==> src/rtl/hc_pkg.sv <==
package hc_pkg;

    // generate/propagate pair for one bit or one group of bits
    typedef struct packed {
        logic g;
        logic p;
    } pg_t;

    // valency-2 merge: hi is the more significant group
    function automatic pg_t pg_merge(input pg_t hi, input pg_t lo);
        pg_t r;
        r.g = hi.g | (hi.p & lo.g);
        r.p = hi.p & lo.p;
        return r;
    endfunction

endpackage

==> src/rtl/hc_bitpg.sv <==
module hc_bitpg #(
    parameter int WIDTH = 32
) (
    input  logic [WIDTH-1:0]        a,
    input  logic [WIDTH-1:0]        b,
    input  logic                    cin,
    output hc_pkg::pg_t [WIDTH:0]   base
);
    // position 0 is the carry input, position j>0 is bit j-1
    assign base[0].g = cin;
    assign base[0].p = 1'b0;

    for (genvar i = 0; i < WIDTH; i++) begin : g_bit
        assign base[i+1].g = a[i] & b[i];
        assign base[i+1].p = a[i] ^ b[i];
    end
endmodule

==> src/rtl/hc_combine.sv <==
module hc_combine (
    input  hc_pkg::pg_t hi,
    input  hc_pkg::pg_t lo,
    output hc_pkg::pg_t y
);
    assign y = hc_pkg::pg_merge(hi, lo);
endmodule

==> src/rtl/hc_prefix.sv <==
module hc_prefix #(
    parameter int WIDTH = 32
) (
    input  hc_pkg::pg_t [WIDTH:0] base,
    output hc_pkg::pg_t [WIDTH:0] done
);
    import hc_pkg::*;

    localparam int LOG2W   = $clog2(WIDTH);
    localparam int TREE_LV = LOG2W + 1;   // last level of the odd-bit tree
    localparam int LAST_LV = LOG2W + 2;   // even completion level

    pg_t [WIDTH:0] lvl [0:LAST_LV];

    assign lvl[0] = base;

    // Odd bits live at even positions j >= 2. Level t merges with the
    // node D = 2^(t-1) positions below, while that node exists.
    for (genvar t = 1; t <= TREE_LV; t++) begin : g_tree
        localparam int D = 1 << (t - 1);
        for (genvar j = 0; j <= WIDTH; j++) begin : g_pos
            if ((j % 2 == 0) && (j >= 2) && (j - D >= 0)) begin : g_cell
                hc_combine u_cell (
                    .hi (lvl[t-1][j]),
                    .lo (lvl[t-1][j-D]),
                    .y  (lvl[t][j])
                );
            end else begin : g_pass
                assign lvl[t][j] = lvl[t-1][j];
            end
        end
    end

    // Even bits (odd positions) take their odd neighbour one place below.
    for (genvar j = 0; j <= WIDTH; j++) begin : g_even
        if (j % 2 == 1) begin : g_cell
            hc_combine u_cell (
                .hi (lvl[TREE_LV][j]),
                .lo (lvl[TREE_LV][j-1]),
                .y  (lvl[LAST_LV][j])
            );
        end else begin : g_pass
            assign lvl[LAST_LV][j] = lvl[TREE_LV][j];
        end
    end

    assign done = lvl[LAST_LV];

    always_comb begin
        for (int j = 2; j <= WIDTH; j += 2) begin
            AST_ODD_DONE_IN_TREE: assert (lvl[TREE_LV][j].p == 1'b0)
                else $error("odd-bit group at position %0d not closed by tree", j);
        end
        for (int j = 0; j <= WIDTH; j++) begin
            AST_SPAN_REACHES_CIN: assert (lvl[LAST_LV][j].p == 1'b0)
                else $error("group at position %0d does not reach carry input", j);
        end
        for (int j = 1; j <= WIDTH; j++) begin
            AST_RIPPLE_AGREES: assert (lvl[LAST_LV][j].g ==
                    (base[j].g | (base[j].p & lvl[LAST_LV][j-1].g)))
                else $error("prefix carry at position %0d breaks ripple rule", j);
        end
    end
endmodule

==> src/rtl/hc_sumxor.sv <==
module hc_sumxor #(
    parameter int WIDTH = 32
) (
    input  hc_pkg::pg_t [WIDTH:0] base,
    input  hc_pkg::pg_t [WIDTH:0] done,
    output logic [WIDTH-1:0]      sum,
    output logic                  cout
);
    // carry into bit i is the group generate at position i
    for (genvar i = 0; i < WIDTH; i++) begin : g_sum
        assign sum[i] = base[i+1].p ^ done[i].g;
    end
    assign cout = done[WIDTH].g;
endmodule

==> src/rtl/hc_adder.sv <==
module hc_adder #(
    parameter int WIDTH = 32
) (
    input  logic [WIDTH-1:0] a,
    input  logic [WIDTH-1:0] b,
    input  logic             cin,
    output logic [WIDTH-1:0] sum,
    output logic             cout
);
    import hc_pkg::*;

    pg_t [WIDTH:0] base;
    pg_t [WIDTH:0] done;

    hc_bitpg #(.WIDTH(WIDTH)) u_bitpg (
        .a    (a),
        .b    (b),
        .cin  (cin),
        .base (base)
    );

    hc_prefix #(.WIDTH(WIDTH)) u_prefix (
        .base (base),
        .done (done)
    );

    hc_sumxor #(.WIDTH(WIDTH)) u_sumxor (
        .base (base),
        .done (done),
        .sum  (sum),
        .cout (cout)
    );

    logic [WIDTH:0] ref_total;
    always_comb ref_total = {1'b0, a} + {1'b0, b} + {{WIDTH{1'b0}}, cin};

    always_comb begin
        AST_SUM_MATCH: assert ({cout, sum} == ref_total)
            else $error("sum mismatch");
        if ((a ^ b) == {WIDTH{1'b1}}) begin
            AST_ALL_PROPAGATE: assert (cout == cin && sum == {WIDTH{~cin}})
                else $error("all-propagate result wrong");
        end
        if (a == {WIDTH{1'b1}} && b == {WIDTH{1'b1}}) begin
            AST_ALL_GENERATE: assert (cout && sum[WIDTH-1:1] == {(WIDTH-1){1'b1}} && sum[0] == cin)
                else $error("all-generate result wrong");
        end
        if (a == '0 && b == '0) begin
            AST_ZERO_OPERANDS: assert (!cout && sum[WIDTH-1:1] == '0 && sum[0] == cin)
                else $error("zero-operand result wrong");
        end
    end
endmodule

==> config.mk <==
export PLATFORM = sky130hd
export DESIGN_NAME = hc_adder
export DESIGN_NICKNAME = d
export VERILOG_FILES = /design/src/rtl/hc_pkg.sv /design/src/rtl/hc_bitpg.sv /design/src/rtl/hc_combine.sv /design/src/rtl/hc_prefix.sv /design/src/rtl/hc_sumxor.sv /design/src/rtl/hc_adder.sv
export SDC_FILE = /design/constraint.sdc
export NUM_CORES = 1
export LEC_CHECK = 0
export ABC_AREA = 0
export BUFFER_PORTS_ARGS = -buffer_cell sky130_fd_sc_hd__buf_4
export CAP_MARGIN = 10
export CORE_AREA = 4 4 96 62
export DETAILED_ROUTE_END_ITERATION = 16
export DIE_AREA = 0 0 100 66
export SETUP_SLACK_MARGIN = 0.05
export SLEW_MARGIN = 20
export SYNTH_ARGS = -nofsm -noshare
export SYNTH_HDL_FRONTEND = slang
export SYNTH_SLANG_ARGS = --single-unit
export TNS_END_PERCENT = 50
==> constraint.sdc <==
create_clock -name vclk -period 4.1
set_input_delay 0.205 -clock vclk [all_inputs]
set_output_delay 0.205 -clock vclk [all_outputs]
set_load 0.05 [all_outputs]
# Word level (Yosys, flattened, before mapping)
# Index checks and enable logic that the tools add are counted.
word_totals:
  reg_bits: 0
  input_bits: 65
  out_inout_bits: 33
  elab_cells: 322
op_classes:
  bitwise_logic: 322
ops:
  columns: ["cell", "count"]
  rows:
  - ["$and 1x1->1", 172]
  - ["$or 1x1->1", 86]
  - ["$xor 1x1->1", 64]

# Logic depth before layout (Yosys ltp)
depth:
  word_depth: 13
  ltp_mapped: 9
  mapped_depth_nobuf: 9

# Hierarchy
# Synthesis repeated with hierarchy kept, for this count alone.
hier_totals:
  cells_unflattened: 242
  hier_area_um2: 2013.2
modules_own_cells:
  columns: ["module", "n_inst", "cells_per_inst", "area_each_um2", "seq_area_each_um2"]
  rows:
  - ["hc_combine", 86, 2, 15.0, 0.0]
  - ["hc_bitpg", 1, 35, 419.2, 0.0]
  - ["hc_sumxor", 1, 33, 287.8, 0.0]
  - ["hc_prefix", 1, 2, 15.0, 0.0]

# Worst setup path after synthesis
# OpenSTA, ideal clock, no wires.
synth_path:
  kind: "input port to output port"
  startpoint: "input a[17]"
  endpoint: "output sum[31]"
  t_arrival_ns: 2.838
  required_ns: 3.895
  path_slack_ns: 1.057
  path_stages: 9
  cell_sequence: "ha_1 > a21o_1 > a21o_1 > a21oi_2 > o221ai_2 > o2bb2ai_2 > a221o_1 > fa_1 > xor2_1"
synth_via:
  elab_chain_len: 12
  word_cells_on_any_way: 19
synth_rtl:
  columns: ["item", "line_no", "source"]
  rows:
  - ["start, declared", "hc_adder.sv:4", "input logic [WIDTH-1:0] a,"]
  - ["$xor 1x1->1", "hc_bitpg.sv:15", "assign base[i+1].p = a[i] ^ b[i];"]
  - ["$and 1x1->1 (on tied branches)", "hc_pkg.sv:12, hc_pkg.sv:13", null]
  - ["$or 1x1->1 or $and 1x1->1 (tied branches)", "hc_pkg.sv:12", "r.g = hi.g | (hi.p & lo.g);"]
  - ["$or 1x1->1", "hc_pkg.sv:12", null]
  - ["$and 1x1->1", "hc_pkg.sv:12", null]
  - ["$or 1x1->1", "hc_pkg.sv:12", null]
  - ["$and 1x1->1", "hc_pkg.sv:12", null]
  - ["$or 1x1->1", "hc_pkg.sv:12", null]
  - ["$or 1x1->1 *", "hc_pkg.sv:12", null]
  - ["$and 1x1->1 *", "hc_pkg.sv:12", null]
  - ["$or 1x1->1 *", "hc_pkg.sv:12", null]
  - ["$xor 1x1->1 *", "hc_sumxor.sv:11", "assign sum[i] = base[i+1].p ^ done[i].g;"]
  - ["end, declared", "hc_adder.sv:7", "output logic [WIDTH-1:0] sum,"]
# Mark *: on every way between the ends. The rest lies on a longest branch, timed or not.

# Worst setup path in the final report
# Ends and elaborated chain as after synthesis.

==> flow_summary_export.csv <==
group,metric,value,unit
setup_path,critical_path.startpoint_type,"primary input",
setup_path,cpLargestDelayFamily,"compound AO/OA/AOI/OAI gates",
final_layout,post-route-util,0.461,
timing,setup_ws,1.18,ns
timing,fin_crit,2.92,ns
synth,netlist_area,1480,sq um
die,io_pins,98,
route,viasPerCell,4.59,
die,die_area,6600,sq um
final_layout,drive_gt1_frac,0.404,
final_layout,nFlopsAndLatches,0,
final_layout,final-seq-area,0,sq um
die,die_w,100,um
final_layout,synthToLayoutAreaGrowth,55.5,%
power_and_ir_drop,ir_worst_vdd,0.100,mV
power_and_ir_drop,design_power_total,627,uW
clocking,cts_resized,0,
timing,fin_crit_sh,0.712,
setup_path,cp_max_fo,4,
synth,synth_cell_types,36,
place,place.gp.congestion,0.724,
timing,drv_slew,0,
setup_path,crit_type,"in2out",
timing,tightest_slew,0.427,ns
die,rows,20,
route,drc,0,
setup_path,path_cells,"buf_4 > ha_1 > a21o_1 > a21o_1 > a21oi_2 > o221ai_2 > o2bb2ai_2 > a221o_1 > fa_1 > xor2_1 > buf_4",
timing,hold_viol,0,
grt,grt_util_met1,0.204,
setup_path,cp.arrival,2.71,ns
final_layout,final_common_cell,"buf_4",
setup_path,worst-path-buf-inv,2,
grt,grt_pass1_vias,1580,
route,num_vias,1530,
synth,seq_area_frac_synth,0,
power_and_ir_drop,p_leak,0.00123,uW
clocking,ctsHoldBuffers,0,
synth,synth_largest_area_cell,"ha_1",
route,totalWireLength,4.29,mm
grt,gr-usage-met2,0.179,
final_layout,nets,382,
final_layout,fin_area,2290,sq um
place,numPortBuffers,98,
grt,met3_usage,0.0158,
route,drtAntennaViolNets,0,
synth,synthCells,169,
clocking,cts_setup_buffers,0,
grt,grt_first_pass_wirelength,6.96,mm
setup_path,cpMaxStageDelayCell,"a221o_1",
route,routedWlPerCell,12.9,um
die,die_h,66,um
timing,tns,0,ns
route,dr.pass1.iters,4,
timing,slew_headroom,0.713,
synth,syn-num-nets,282,
die,core_area,4980,sq um
route,drt_iter0_markers,41,
timing,rsz0062_at_grt,"false",
grt,grt_usage,0.125,
final_layout,diodes,0,
setup_path,cp-end-kind,"output pin",
setup_path,slowest_delay,0.38,ns
synth,netlist_top_cells_area,"ha_1 (27%), fa_1 (22%), inv_1 (6.1%)",
place,post-dp-hpwl,4.07,mm
setup_path,path_depth,11,
grt,grt.busiest_layer,"met1",
run,maxCapViolCount,0,
power_and_ir_drop,power-per-cell-area,273,nW/um^2
min_path,holdCritPathClass,"in2out",
timing,finalSetupViolations,0,
run_status,status,"completed",
grt,grt_start_max_net_pins,6,
place,placed_area,2290,sq um
grt,grt_antenna_before_repair,0,
grt,gr-total-overflow,0,
min_path,min_path_cells,3,
place,pre_cts_ws,1.20,ns
final_layout,layout_common_cells,"buf_4 (98), ha_1 (32), inv_1 (24), fa_1 (16)",
synth,yosysWarnings,0,
synth,avgSynthCellArea,8.73,sq um
setup_path,crit_required,3.89,ns
die,start_util,0.296,
timing,maxClockFrequency,342,MHz
synth,synth_top_area_share,0.271,
final_layout,clock_buffer_count,0,
final cells by class:
type | instances | area [sq um]
multi-input combinational | 145 | 1390
inverter | 24 | 90.1
tap | 66 | 82.6
timing repair buffer | 98 | 736
fill | 486 | 2690
synth_stat cells (3+ instances only):
library cell   n
nand3_1        5
fa_1          16
nand2_1        7
xor2_1        10
a21oi_1       10
xnor2_1        6
a21o_1        10
inv_1         24
nor2_1         5
o21bai_1       3
o21ai_0        5
ha_1          32
nand4_1        4
a21oi_2        4
o21ai_1        4
kinds of logic (layout without fill, tap and decap cells):
kind of cell | after synthesis | in the layout | share of synthesized area
AOI/OAI and AO/OA | 49 | 49 | 0.233
adders and majority gates | 48 | 48 | 0.489
and+or+nand+nor | 32 | 32 | 0.122
buffers and inverters | 24 | 122 | 0.0611
xor gates and xnor gates | 16 | 16 | 0.0950
path summary, 6_finish.rpt:
check  start  slack [ns]       to
min    b[28]        0.84  sum[28]
max    a[17]        1.18  sum[31]
through the flow:
step	cells	hold WS (ns)
floorplan	169	0.789
global placement	333	0.846
CTS	333	0.844
detailed placement	333	0.844
global route	333	0.871
finish	333	0.839
per-layer routing:
| metal | vias to the layer above | routed length [um] | share of wire |
|---|---|---|---|
| met3 | 0 | 315 | 0.073 |
| met5 | - | 0 | 0 |
| met1 | 683 | 2240 | 0.52 |
| met2 | 47 | 1730 | 0.40 |
| met4 | 0 | 0 | 0 |
| li1 | 800 | - | - |
power breakdown:
group          internal [uW]  switching, uW  leakage (uW)  total, uW
clock network              0              0             0          0
logic                    218            408       0.00123        627
registers                  0              0             0          0
Note: power is estimated with default switching activity, not from simulation.
